$ cat config.mk
export PLATFORM = sky130hd
export DESIGN_NAME = regpair_mul
export DESIGN_NICKNAME = d
export VERILOG_FILES = /design/src/rtl/regpair_mul_pkg.sv /design/src/rtl/regpair_mul_ctrl.sv /design/src/rtl/regpair_mul_dp.sv /design/src/rtl/regpair_mul.sv
export SDC_FILE = /design/constraint.sdc
export NUM_CORES = 1
export LEC_CHECK = 0
export BUFFER_PORTS_ARGS = -buffer_cell sky130_fd_sc_hd__buf_4
export CAP_MARGIN = 25
export CORE_UTILIZATION = 55
export CTS_CLUSTER_DIAMETER = 40
export DETAILED_ROUTE_END_ITERATION = 8
export GPL_TIMING_DRIVEN = 0
export PLACE_DENSITY_LB_ADDON = 0.3
export SYNTH_ARGS = -nofsm -noshare
export SYNTH_HDL_FRONTEND = slang
export SYNTH_SLANG_ARGS = --single-unit
$ cat constraint.sdc
create_clock -name clk -period 3.6 [get_ports clk]
set_clock_uncertainty 0.15 [all_clocks]
set_input_delay 0.18 -clock clk [delete_from_list [all_inputs] [get_ports clk]]
set_output_delay 0.18 -clock clk [all_outputs]
set_load 0.03 [all_outputs]
$ cat src/rtl/regpair_mul_pkg.sv
package regpair_mul_pkg;

  // Per-cycle commands from the sequencer to the arithmetic path
  typedef struct packed {
    logic load;    // capture operands and flags
    logic step;    // retire one multiplier bit
    logic commit;  // publish result pair and flags
  } ctrlStrobes_t;

endpackage

$ cat src/rtl/regpair_mul_ctrl.sv
module regpair_mul_ctrl
  import regpair_mul_pkg::*;
#(
  parameter int OPW     = 8,
  parameter int W       = 8,
  parameter int LATENCY = 11,
  parameter int OPCODE  = 'h42
) (
  input  logic           clk,
  input  logic           rstN,
  input  logic           startValid,
  input  logic [OPW-1:0] startOpcode,
  output logic           busy,
  output logic           done,
  output ctrlStrobes_t   strobes
);

  localparam int CW        = $clog2(LATENCY + 1);
  localparam int LAST_STEP = LATENCY - 1 - W;

  logic [CW-1:0] cnt;
  logic          accept;

  initial begin
    if (LATENCY < W + 2) $error("LATENCY too short for W steps");
  end

  assign accept = startValid && (startOpcode == OPW'(OPCODE)) && !busy;

  always_ff @(posedge clk or negedge rstN) begin
    if (!rstN) begin
      busy <= 1'b0;
      done <= 1'b0;
      cnt  <= '0;
    end else begin
      done <= 1'b0;
      if (accept) begin
        busy <= 1'b1;
        cnt  <= CW'(LATENCY - 1);
      end else if (busy) begin
        if (cnt == CW'(1)) begin
          busy <= 1'b0;
          done <= 1'b1;
          cnt  <= '0;
        end else begin
          cnt <= cnt - CW'(1);
        end
      end
    end
  end

  always_comb begin
    strobes        = '0;
    strobes.load   = accept;
    strobes.step   = busy && (cnt > CW'(LAST_STEP));
    strobes.commit = busy && (cnt == CW'(1));
  end

endmodule

$ cat src/rtl/regpair_mul_dp.sv
module regpair_mul_dp
  import regpair_mul_pkg::*;
#(
  parameter int W     = 8,
  parameter int CCRW  = 8,
  parameter int H_BIT = 4,
  parameter int C_BIT = 0
) (
  input  logic            clk,
  input  logic            rstN,
  input  ctrlStrobes_t    strobes,
  input  logic [W-1:0]    accIn,
  input  logic [W-1:0]    idxIn,
  input  logic [CCRW-1:0] ccrIn,
  output logic [W-1:0]    accOut,
  output logic [W-1:0]    idxOut,
  output logic [CCRW-1:0] ccrOut
);

  logic [W-1:0]    mcand;
  logic [W-1:0]    hiAcc;
  logic [W-1:0]    loMul;
  logic [CCRW-1:0] ccrHold;
  logic [CCRW-1:0] ccrNext;
  logic [W:0]      partSum;

  // Flag pass-through with the two carry-type bits forced low
  for (genvar b = 0; b < CCRW; b++) begin : g_ccr
    if (b == H_BIT || b == C_BIT) begin : g_clr
      assign ccrNext[b] = 1'b0;
    end else begin : g_keep
      assign ccrNext[b] = ccrHold[b];
    end
  end

  assign partSum = {1'b0, hiAcc} + (loMul[0] ? {1'b0, mcand} : '0);

  always_ff @(posedge clk or negedge rstN) begin
    if (!rstN) begin
      mcand   <= '0;
      hiAcc   <= '0;
      loMul   <= '0;
      ccrHold <= '0;
    end else if (strobes.load) begin
      mcand   <= idxIn;
      hiAcc   <= '0;
      loMul   <= accIn;
      ccrHold <= ccrIn;
    end else if (strobes.step) begin
      hiAcc <= partSum[W:1];
      loMul <= {partSum[0], loMul[W-1:1]};
    end
  end

  always_ff @(posedge clk or negedge rstN) begin
    if (!rstN) begin
      accOut <= '0;
      idxOut <= '0;
      ccrOut <= '0;
    end else if (strobes.commit) begin
      accOut <= loMul;
      idxOut <= hiAcc;
      ccrOut <= ccrNext;
    end
  end

endmodule

$ cat src/rtl/regpair_mul.sv
module regpair_mul
  import regpair_mul_pkg::*;
#(
  parameter int W       = 8,
  parameter int OPW     = 8,
  parameter int CCRW    = 8,
  parameter int LATENCY = 11,
  parameter int OPCODE  = 'h42,
  parameter int H_BIT   = 4,
  parameter int C_BIT   = 0
) (
  input  logic            clk,
  input  logic            rstN,
  input  logic            startValid,
  input  logic [OPW-1:0]  startOpcode,
  input  logic [W-1:0]    accIn,
  input  logic [W-1:0]    idxIn,
  input  logic [CCRW-1:0] ccrIn,
  output logic            busy,
  output logic            done,
  output logic [W-1:0]    accOut,
  output logic [W-1:0]    idxOut,
  output logic [CCRW-1:0] ccrOut
);

  ctrlStrobes_t strobes;

  regpair_mul_ctrl #(
    .OPW(OPW), .W(W), .LATENCY(LATENCY), .OPCODE(OPCODE)
  ) i_ctrl (
    .clk(clk), .rstN(rstN),
    .startValid(startValid), .startOpcode(startOpcode),
    .busy(busy), .done(done), .strobes(strobes)
  );

  regpair_mul_dp #(
    .W(W), .CCRW(CCRW), .H_BIT(H_BIT), .C_BIT(C_BIT)
  ) i_dp (
    .clk(clk), .rstN(rstN), .strobes(strobes),
    .accIn(accIn), .idxIn(idxIn), .ccrIn(ccrIn),
    .accOut(accOut), .idxOut(idxOut), .ccrOut(ccrOut)
  );

endmodule

* Word level (Yosys, flattened, before mapping)
Cells that the tools add are included.
** Storage, ports and cells
- Register bits after elaboration :: 60
- Output and inout bits :: 26
** Cells by class
- Add/subtract/negate cells :: 2
- Order comparisons :: 1
- Eq/ne operators :: 2
- Muxes and demuxes :: 14
- Reduce and logical (&&, ||, !) cells :: 7
** Operators by type and width (number)
- $mux W8 :: 5
- $mux W4 :: 3
- $add A8 B9 Y9 :: 1
- $eq A8 B7 Y1 const B :: 1
- $mux W1 :: 6
- $eq A4 B1 Y1 const B :: 1
- $gt A4 B2 Y1 const B :: 1
- $logic_and A1 B1 Y1 :: 4
- $reduce_bool A2 Y1 :: 2
- $sub A4 B1 Y4 const B :: 1
- $logic_not A1 Y1 :: 1

* Depth between registers and ports, before layout
- Word-level depth :: 4
- Gate-level depth with buffers :: 9

* Hierarchy
Synthesis repeated with hierarchy kept, for this count alone.
** Second synthesis, totals
- Cell total of the unflattened synthesis :: 229
- Area, all modules :: 2808.9 um2
** By module, submodules not included
- regpair_mul_dp :: instances 1, cells each 191, area each 2432.3 um2
- regpair_mul_ctrl :: instances 1, cells each 38, area each 376.6 um2

* Least setup slack after synthesis
OpenSTA, ideal clock, no wires.
- Path kind :: reg-to-reg
- Start :: register i_dp.loMul[0]
- End :: register i_dp.hiAcc[5]
- Arrival time :: 1.812 ns
- Data required time :: 3.322 ns
- Setup slack :: 1.510 ns
- Cell stages (with the launch flop) :: 10
- Path buffers :: 0
- Cell sequence :: dfrtp_1 and2_1 ha_1 inv_1 fa_1 nor2b_1 nor3_1 o21ai_0 xnor2_1 o22ai_1
** On the way
- Longest elaborated chain between the ends :: 4
** Ends and longest elaborated chain
- start: declaration :: RTL line regpair_mul_dp.sv:22 : logic [W-1:0] loMul;
- start signal: assignment :: RTL line regpair_mul_dp.sv:47 : loMul <= accIn;
- start signal: assignment :: RTL line regpair_mul_dp.sv:51 : loMul <= {partSum[0], loMul[W-1:1]};
- $mux W8 :: RTL line regpair_mul_dp.sv:36 : assign partSum = {1'b0, hiAcc} + (loMul[0] ? {1'b0, mcand} : '0);
- $add A8 B9 Y9 :: RTL line regpair_mul_dp.sv:36
- $mux W8 :: RTL line regpair_mul_dp.sv:49 : end else if (strobes.step) begin
- $mux W8 :: RTL line regpair_mul_dp.sv:44 : end else if (strobes.load) begin
- end signal: assignment :: RTL line regpair_mul_dp.sv:50 : hiAcc <= partSum[W:1];
- end: declaration :: RTL line regpair_mul_dp.sv:21 : logic [W-1:0] hiAcc;
Every way passes these cells. The select of a mux whose other input is x is not followed.
A chain may end at the register's enable or synchronous reset.

* Worst setup path in the final report
Same ends and word-level chain as after synthesis.

==> summary.txt <==
Logic synthesis
  • Post-synth ARST share: 100.0%
  • Synthesis-stage register bit count: 58
  • Mapped Area: 2806 um^2
  • Cells after Synth: 228
  • Synth cell types: 38
  • Yosys warns: 0
  • Post-synth EDFFs: 0
  • Top cell type's share of synthesized area: 51.72%
  • Syn_area_per_cell: 12.31 um^2
  • Main area contributors after synthesis: dfrtp_1, mux2_4, mux2_2, ha_1, nand2_1
  • Register area share after synthesis: 51.72%
  • Largest area contributor in the netlist: dfrtp_1
  • Main synth FF type: dfrtp_1

STA
  • Worst-Margin Slew: 0.6991 ns
  • Final setup TNS: 0 ns
  • Relative slew slack: 53.40%
  • Final Cycle Share: 68.34%
  • Unrepaired setup endpoints after global routing: false
  • Hold_ws: 0.05448 ns
  • Setup ws final: 1.140 ns
  • Final setup vio count: 0
  • Peak Freq: 0.4065 GHz
  • Final hold violations: 0
  • Final Max Tran Viols: 0
  • Min Tclk post-route: 2.460 ns

Cells and area
  • Storage element area: 1451 um^2
  • Share of layout cells above drive strength 1: 37.77%
  • Synthesis-to-layout area growth: 33.57%
  • Fin area: 3749 um^2
  • Multi-input gate area: 1237 um^2
  • Commonest non-fill, non-tap cell in the layout: buf_4
  • Commonest non-fill, non-tap cells in the layout: buf_4, dfrtp_1, nand2_1
  • Nets: 366
  • Diode count: 0
  • Fill cells: 327

Die
  • Core Rows: 25
  • Core area: 4817 um^2
  • Total die area: 5392 um^2
  • I/O pin total: 61
  • Die H: 73.43 um
  • Die X: 73.43 um
  • Initial Utilization: 58.26%

Global route
  • Total track usage: 23.94%
  • GRT overflow: 0
  • Initial antenna violation count: 0
  • Number of global-route vias before repair: 2,144
  • Largest net degree at the start of global routing: 59
  • First-pass GRT wire length: 9.487 mm

Route
  • Iteration count of the initial detailed-routing pass: 4
  • Vias: 2,078
  • Iteration-0 DRC Markers: 90
  • DR WL/cell: 14.56 um
  • Post-DRT Antenna Nets: 0
  • Final WL: 5.678 mm
  • Routed vias/inst: 5.328
  • DRC viols: 0

Setup path
  • Worst Setup Start Kind: flip-flop
  • CP arrival: 2.52 ns
  • CP Capture Type: flip-flop
  • CP bufs+invs: 1
  • Crit path required time: 3.66 ns
  • Top delay family on crit path: adder cells
  • Critical path fanouts, max: 10
  • Cell chain of the critical path: and2_1 -> ha_1 -> inv_1 -> fa_1 -> nor2b_1 -> nor3_1 -> o21ai_0 -> xnor2_1 -> o22ai_1
  • Setup CP Type: flip-flop to flip-flop
  • Slowest CP cell: dfrtp_1
  • Critical Path Max Stage Delay: 0.55 ns

Placed design
  • Port-buffer cells: 56
  • Detailed Place HPWL: 3.701 mm
  • Area post-placement: 3314 um^2
  • Pre-CTS setup slack: 1.209 ns
  • Routability congestion estimate: 0.8948

CTS
  • Postcts setup bufs: 0
  • CTS clk-pin slew, worst paths: 0.07 ns
  • Max Root-Sink Buffers: 2
  • CTS Buf Count: 9
  • CTS HTree Levels: 3
  • CTS tree: done
  • Post-CTS resize count: 0
  • CTS Sinks: 58
  • Clock Latency Late Sink: 0.34 ns
  • CTS root buffer: clkbuf_8

Power and ir drop
  • Leakage: 1.921 nW
  • Total power: 2.017 mW
  • PwrDens: 538.0 nW/um^2
  • Peak VDD IR: 321.9 uV

Flow run
  • Max-Cap Viols: 0

Worst hold path
  • HP Class: input port to flip-flop

Status
  • Status: finished, final reports clean
worst reg2reg max path, delay by kind of cell (launching register included):
family | cells | cell delay, ns
AO/OA/AOI/OAI | 2 | 0.39
XOR/XNOR | 1 | 0.16
adder cells (fa/ha/maj) | 2 | 0.58
buffers and inverters | 1 | 0.06
flip-flops | 1 | 0.55
AND/OR/NAND/NOR | 3 | 0.46
timing repair:
item / 4_1_cts / 5_1_grt
setup endpoints to repair: 0 / 0
endpoints found under the hold margin: 80 / 0
hold buffers: 23 / 0
synthesized netlist by cell type, types with 2 or more instances:
master    instances
dfrtp_1          58
mux2_2           18
mux2_4           19
a211oi_1          2
buf_4             4
nand2_1          28
and2_1            7
buf_2             4
nand3_1           2
a21oi_1           9
o21ai_0           6
nor2_1            4
o211ai_1          3
o22ai_1           6
ha_1             11
nor2b_1           4
xnor2_1           2
nand2b_1          2
xor2_1            2
nor3_1            3
buf_6             4
a22oi_1           8
inv_1             7
layout make-up:
type,count,share of cell area [%]
well taps,67,2.236
repair buffers,79,17.36
inverters,7,0.7009
clock buffers,13,4.506
clock inverters,2,0.9346
plain buffers,12,2.537
multi-input cells,152,33.01
flip-flops and latches,58,38.72
path summary, 6_finish.rpt:
path | slack (ns) | end | startpoint | depth (start not counted)
setup / recovery | 1.14 | i_dp.hiAcc[5]$_DFFE_PN0P_ | i_dp.loMul[0]$_DFFE_PN0P_ | 9
hold / removal | 0.05 | i_ctrl.busy$_DFF_PN0_ | startOpcode[0] | 4
setup reg to reg | 1.14 | i_dp.hiAcc[5]$_DFFE_PN0P_ | i_dp.loMul[0]$_DFFE_PN0P_ | 9
hold reg to reg | 0.35 | i_dp.ccrOut[7]$_DFFE_PN0P_ | i_dp.ccrHold[7]$_DFFE_PN0P_ | 1
max in group asynchronous | 2.55 | i_dp.hiAcc[4]$_DFFE_PN0P_ | rstN | 2
min in group asynchronous | 0.29 | i_dp.mcand[4]$_DFFE_PN0P_ | rstN | 2
power breakdown:
| group | internal, mW | switching [mW] |
|---|---|---|
| clock network | 0.371 | 0.242 |
| registers | 0.763 | 0.103 |
| logic | 0.240 | 0.297 |
| total | 1.37 | 0.643 |
state kept, by name, summed over array words and instances, names as in the netlist:
signal and cells:
i_dp.ccrHold 6, i_dp.mcand 8, i_dp.idxOut 8, i_ctrl.busy 1, i_dp.loMul 8, i_dp.hiAcc 8, i_ctrl.cnt 4, i_dp.accOut 8
i_ctrl.done 1, i_dp.ccrOut 6
logic make-up after synthesis:
kind of cell | count (synthesis) | share of synthesized area [%]
buffers and inverters | 19 | 4.325
other | 1 | 0.1336
xor gates and xnor gates | 4 | 1.249
adders and majority gates | 12 | 5.617
DFF | 58 | 51.72
muxes | 38 | 17.74
AOI/OAI and AO/OA | 40 | 9.318
and+or+nand+nor | 56 | 9.897
through the flow:
step / utilization [%] / cells
global route: 77.82 / 390
detailed placement: 68.81 / 352
CTS: 77.82 / 390
floorplan: - / 229
finish: 77.82 / 390
global placement: 68.81 / 352
metal layers:
layer	vias up	global-route usage, %	part of all wire [%]	wire (um)
met5	-	0	0	0
li1	976	-	-	-
met2	56	40.12	50	2822
met1	1036	28.53	44	2490
met3	10	7.956	4.8	274
met4	0	9.402	1.6	90
Power figures use the tool's default switching activity.
